==> src/rtl/cfi_guard_pkg.sv <==
package cfi_guard_pkg;
    typedef enum logic [1:0] {
        K_PLAIN = 2'b00,
        K_INDIR = 2'b01,
        K_MARK  = 2'b10,
        K_RSVD  = 2'b11
    } ikind_e;

    typedef enum logic {
        S_IDLE = 1'b0,
        S_WAIT = 1'b1
    } gst_e;

    localparam int STG_DECODE = 0;
    localparam int STG_COMMIT = 1;
endpackage

==> src/rtl/cfi_lbl_cmp.sv <==
module cfi_lbl_cmp #(
    parameter int LBL_W  = 32,
    parameter bit COARSE = 1'b0
) (
    input  logic [1:0]       in_kind,
    input  logic [LBL_W-1:0] in_label,
    input  logic [LBL_W-1:0] held_lbl,
    output logic             tgt_ok
);
    import cfi_guard_pkg::*;

    logic is_mark;
    assign is_mark = (ikind_e'(in_kind) == K_MARK);

    generate
        if (COARSE) begin : g_coarse
            wire unused_lbl = ^{in_label, held_lbl};
            assign tgt_ok = is_mark;
        end else begin : g_fine
            assign tgt_ok = is_mark && (in_label == held_lbl);
        end
    endgenerate
endmodule

==> src/rtl/cfi_arm_fsm.sv <==
module cfi_arm_fsm #(
    parameter int LBL_W = 32
) (
    input  logic             clk,
    input  logic             rst_n,
    input  logic             flush,
    input  logic             in_valid,
    input  logic [1:0]       in_kind,
    input  logic [LBL_W-1:0] in_label,
    input  logic             tgt_ok,
    output logic             armed_o,
    output logic [LBL_W-1:0] lbl_o,
    output logic             fail_o
);
    import cfi_guard_pkg::*;

    typedef struct packed {
        gst_e             st;
        logic [LBL_W-1:0] lbl;
    } gstate_t;

    gstate_t cur_q, nxt_d;
    logic    fail_d;

    always_comb begin
        nxt_d  = cur_q;
        fail_d = 1'b0;
        if (flush) begin
            nxt_d.st  = S_IDLE;
            nxt_d.lbl = '0;
        end else if (in_valid) begin
            if (cur_q.st == S_WAIT && !tgt_ok) begin
                fail_d = 1'b1;
            end
            if (ikind_e'(in_kind) == K_INDIR) begin
                nxt_d.st  = S_WAIT;
                nxt_d.lbl = in_label;
            end else if (cur_q.st == S_WAIT) begin
                nxt_d.st = S_IDLE;
            end
        end
    end

    always_ff @(posedge clk or negedge rst_n) begin
        if (!rst_n) begin
            cur_q <= '{st: S_IDLE, lbl: '0};
        end else begin
            cur_q <= nxt_d;
        end
    end

    assign armed_o = (cur_q.st == S_WAIT);
    assign lbl_o   = cur_q.lbl;
    assign fail_o  = fail_d;

    AST_ARM_CAPTURE: assert property (@(posedge clk) disable iff (!rst_n)
        (in_valid && !flush && in_kind == 2'b01) |=> (armed_o && lbl_o == $past(in_label)));
    AST_WAIT_RESOLVES: assert property (@(posedge clk) disable iff (!rst_n)
        (in_valid && !flush && armed_o && in_kind != 2'b01) |=> !armed_o);
    AST_FLUSH_DROP: assert property (@(posedge clk) disable iff (!rst_n)
        flush |=> !armed_o);
    AST_BUBBLE_HOLD: assert property (@(posedge clk) disable iff (!rst_n)
        (!in_valid && !flush) |=> ($stable(armed_o) && $stable(lbl_o)));
endmodule

==> src/rtl/cfi_fail_route.sv <==
module cfi_fail_route #(
    parameter int STAGE = 0
) (
    input  logic fail_i,
    output logic fence_req,
    output logic cfi_viol
);
    import cfi_guard_pkg::*;

    generate
        if (STAGE == STG_COMMIT) begin : g_commit
            assign fence_req = 1'b0;
            assign cfi_viol  = fail_i;
        end else begin : g_decode
            assign fence_req = fail_i;
            assign cfi_viol  = 1'b0;
        end
    endgenerate
endmodule

==> src/rtl/cfi_target_guard.sv <==
module cfi_target_guard #(
    parameter int LBL_W  = 32,
    parameter bit COARSE = 1'b0,
    parameter int STAGE  = 0
) (
    input  logic             clk,
    input  logic             rst_n,
    input  logic             flush,
    input  logic             in_valid,
    input  logic [1:0]       in_kind,
    input  logic [LBL_W-1:0] in_label,
    output logic             fence_req,
    output logic             cfi_viol
);
    logic             tgt_ok;
    logic             armed;
    logic [LBL_W-1:0] held_lbl;
    logic             fail;

    cfi_lbl_cmp #(.LBL_W(LBL_W), .COARSE(COARSE)) u_cmp (
        .in_kind  (in_kind),
        .in_label (in_label),
        .held_lbl (held_lbl),
        .tgt_ok   (tgt_ok)
    );

    cfi_arm_fsm #(.LBL_W(LBL_W)) u_fsm (
        .clk      (clk),
        .rst_n    (rst_n),
        .flush    (flush),
        .in_valid (in_valid),
        .in_kind  (in_kind),
        .in_label (in_label),
        .tgt_ok   (tgt_ok),
        .armed_o  (armed),
        .lbl_o    (held_lbl),
        .fail_o   (fail)
    );

    cfi_fail_route #(.STAGE(STAGE)) u_route (
        .fail_i    (fail),
        .fence_req (fence_req),
        .cfi_viol  (cfi_viol)
    );

    AST_SINGLE_SINK: assert property (@(posedge clk) disable iff (!rst_n)
        !(fence_req && cfi_viol));
    AST_MATCH_PASSES: assert property (@(posedge clk) disable iff (!rst_n)
        (armed && in_valid && !flush && in_kind == 2'b10 && in_label == held_lbl)
            |-> !(fence_req || cfi_viol));
    AST_IDLE_QUIET: assert property (@(posedge clk) disable iff (!rst_n)
        (!armed && in_valid && in_kind != 2'b01) |=> !armed);
endmodule

==> config.mk <==
export PLATFORM = sky130hd
export DESIGN_NAME = cfi_target_guard
export DESIGN_NICKNAME = d
export VERILOG_FILES = /design/src/rtl/cfi_guard_pkg.sv /design/src/rtl/cfi_lbl_cmp.sv /design/src/rtl/cfi_arm_fsm.sv /design/src/rtl/cfi_fail_route.sv /design/src/rtl/cfi_target_guard.sv
export SDC_FILE = /design/constraint.sdc
export NUM_CORES = 1
export LEC_CHECK = 0
export BUFFER_PORTS_ARGS = -buffer_cell sky130_fd_sc_hd__buf_2
export CORE_MARGIN = 2
export CORE_UTILIZATION = 47
export CTS_BUF_LIST = sky130_fd_sc_hd__clkbuf_8 sky130_fd_sc_hd__clkbuf_16
export CTS_CLUSTER_DIAMETER = 120
export CTS_CLUSTER_SIZE = 24
export DETAILED_ROUTE_END_ITERATION = 8
export PLACE_DENSITY = 0.71
export RECOVER_POWER = 50
export SETUP_SLACK_MARGIN = 0.5
export SLEW_MARGIN = 20
export SYNTH_ARGS = -nofsm -noshare
export SYNTH_HDL_FRONTEND = slang
export SYNTH_SLANG_ARGS = --single-unit
==> constraint.sdc <==
create_clock -name clk -period 1.3 [get_ports clk]
set_input_delay 0.195 -clock clk [delete_from_list [all_inputs] [get_ports clk]]
set_output_delay 0.195 -clock clk [all_outputs]
set_load 0.01 [all_outputs]
==> flow_summary.yaml <==
setup_path:
  crit_path_end_kind: "primary output"
  cp.required_ns: 1.11
  path_class: "flop to primary output"
  worst_setup_path_start_kind: "flop"
  critPathSlowestCell: "dfrtp_1"
  path_cells: "xor2_1 > nor4_2 > nand4_1 > nor4_1 > a21oi_1 > buf_2"
  cp_data_arrival_time_ns: 1.86
  path_buf_inv: 1
  slowest_delay_ns: 0.41
  cp_top_family: "simple AND/OR/NAND/NOR gates"
  cp_max_fo: 2
yosys:
  synth_area_leader_cell: "dfrtp_1"
  synth-seq-cells: 33
  synth.area.top_cells: "dfrtp_1 53%, a22o_1 18%, xor2_1 13%, xnor2_1 5.1%, nor4_1 2.4%"
  yosysWarnings: 0
  synthCells: 124
  synth_top_cell_area_share_pct: 53.4
  netlist_area_um2: 1550
  synth_nets: 162
  avgSynthCellArea_um2: 12.5
  ys_seq_area_share_pct: 53.4
  ys_types: 19
power_and_ir_drop:
  power_uw: 2400
  p_leak_uw: 0.00107
  p_per_area_nw_per_um2: 1100
  ir_worst_vdd_mv: 0.695
timing:
  min_period_over_period_pct: 158
  finalSetupViolations: 1
  slew_headroom_pct: 37.8
  tightestPinTransition_ns: 0.933
  slew_viol_final: 0
  finalWorstSetupSlack_ns: -0.751
  rsz0062_at_grt: "true"
  period_minus_slack_ns: 2.05
  max_freq_ghz: 0.488
  finClkSkew_ns: 0
  setup_tns_ns: -0.751
  hold_viol: 0
finish:
  nets: 219
  antenna_cells: 0
  n_fill_cell: 250
  final_area_um2: 2180
  drive_gt1_share_pct: 39.0
  multi_input_area_um2: 782
  final_util_pct: 70.4
  ff_latch_area_um2: 826
  synthToLayoutAreaGrowth_pct: 41.2
floorplan:
  die_x_um: 61.4
  num_rows: 20
  start_util_pct: 49.8
  fp.dieH_um: 61.4
  dieArea_um2: 3770
  io_pins: 40
  core_um2: 3100
outcome:
  violations: "negative setup slack"
  status: "finished, violations left"
detailed_routing:
  viasPerCell: 5.50
  drc_errors: 0
  routed_wl_um: 3970
  wl_per_cell_um: 17.5
  vias: 1244
  dr.first_iter.drc_count: 44
  ant_nets: 0
  first_pass_iters: 4
global_routing:
  grt_pass1_vias: 1242
  antenna_found_initial: 0
  grt_max_degree: 33
  grt_overflow: 0
  grt_pass1_wl_um: 5840
  grt_use_total_pct: 22.7
clock_network:
  cts_root_buffer: "clkbuf_8"
  cts_sinks: 33
  cts.clk_slew.worst_paths_ns: 0.07
  cts-buffers-inserted: 5
  clk_path_buf_depth: 2
  h-tree-depth: 2
  cts_tree: "done"
  insertion_delay_ns: 0.28
place:
  routabilityCongestion: 0.782
  preCtsSetupSlack_ns: -0.429
  dpl-instance-area_um2: 1910
  dp_hpwl_um: 2530
  portBuffers: 38
hold_path:
  worstHoldPathType: "input pin to async pin"
job:
  cap_viol_max_count: 0
## metrics by stage
step / hold slack [ns] / cells
4_1_cts: -0.167 / 221
5_1_grt: 0.0986 / 226
2_1_floorplan: -0.101 / 124
3_3_place_gp: 0.138 / 211
3_5_place_dp: 0.142 / 211
6_report: 0.0198 / 226
## logic make-up after synthesis
| group | count (synthesis) | share of synthesized area, % |
|---|---|---|
| AO/OA/AOI/OAI | 33 | 18.5 |
| XOR/XNOR | 32 | 18.1 |
| buffers and inverters | 7 | 2.43 |
| flip-flops | 33 | 53.4 |
| other | 1 | 0.242 |
| AND/OR/NAND/NOR | 18 | 7.28 |
## area by class of cell
| type | count | area share (%) |
|---|---|---|
| clock buffer | 6 | 3.78 |
| clock inverter | 2 | 1.55 |
| multi-input combinational | 87 | 35.8 |
| sequential | 33 | 37.8 |
| tap | 44 | 2.52 |
| timing repair buffer | 54 | 18.5 |
## per-layer routing
layer | track usage [%] | share of wire (%)
met1 | 28.8 | 43
met2 | 36.2 | 50
met3 | 8.19 | 6.5
met4 | 7.60 | 0.83
met5 | 0 | 0
## layout by cell type, fill, tap and decap left out, drive strengths merged
master / instances
conb: 1
xnor2: 9
buf: 49
clkbuf: 11
nand4b: 1
a22o: 32
bufinv: 1
nor4: 6
nand2: 1
a21oi: 1
inv: 1
nor3b: 1
xor2: 23
dfrtp: 33
or2: 1
nand3b: 1
nor3: 2
nor2: 5
nand4: 3
## report_power, final
group	internal [uW]	total [uW]	switching (uW)	leakage (uW)
Combinational	167	339	172	0.000553
Clock	617	979	363	0.0000626
Sequential	1060	1080	24.4	0.000454
## sequential cells by signal (all words and copies together), names as in the netlist
name           cells
u_fsm.lbl_o       32
u_fsm.armed_o      1
## worst paths after layout
| check | from | slack, ns | endpoint | depth (start not counted) |
|---|---|---|---|---|
| max | u_fsm.lbl_o[20] | -0.75 | fence_req | 6 |
| min | rst_n | 0.02 | u_fsm.lbl_o[12] | 1 |
| max reg2reg | u_fsm.lbl_o[28] | 0.41 | u_fsm.lbl_o[28] | 2 |
| min reg2reg | u_fsm.lbl_o[22] | 0.53 | u_fsm.lbl_o[22] | 1 |
| max in group asynchronous | rst_n | 0.41 | u_fsm.lbl_o[16] | 2 |
| min in group clk | in_label[21] | 0.15 | u_fsm.lbl_o[21] | 2 |
## synthesized netlist by cell type
master,instances
nand4b_1,1
a22o_1,31
buf_2,6
buf_4,1
a21oi_1,1
conb_1,1
or2_2,1
dfrtp_1,33
nor4_1,6
nor3_1,1
nand2_1,1
nor3_2,1
a22o_2,1
nor2_1,2
nand4_1,3
nand3b_1,1
xnor2_1,9
nor3b_1,1
xor2_1,23
## worst register-to-register path, delay by kind of cell (launching register included)
kind	cells	cell delay (ns)
AOI/OAI and AO/OA	1	0.23
buffers and inverters	1	0.14
DFF	1	0.42
## repair_timing
| action | CTS | global route |
|---|---|---|
| endpoints found under the hold margin | 15 | 15 |
| setup buffers | 0 | 2 |
| pin swaps | 9 | 7 |
| gates resized for setup | 9 | 7 |
| gates cloned | 2 | 3 |
| setup endpoints to repair | 34 | 19 |
(Power assumes the default switching activity.)
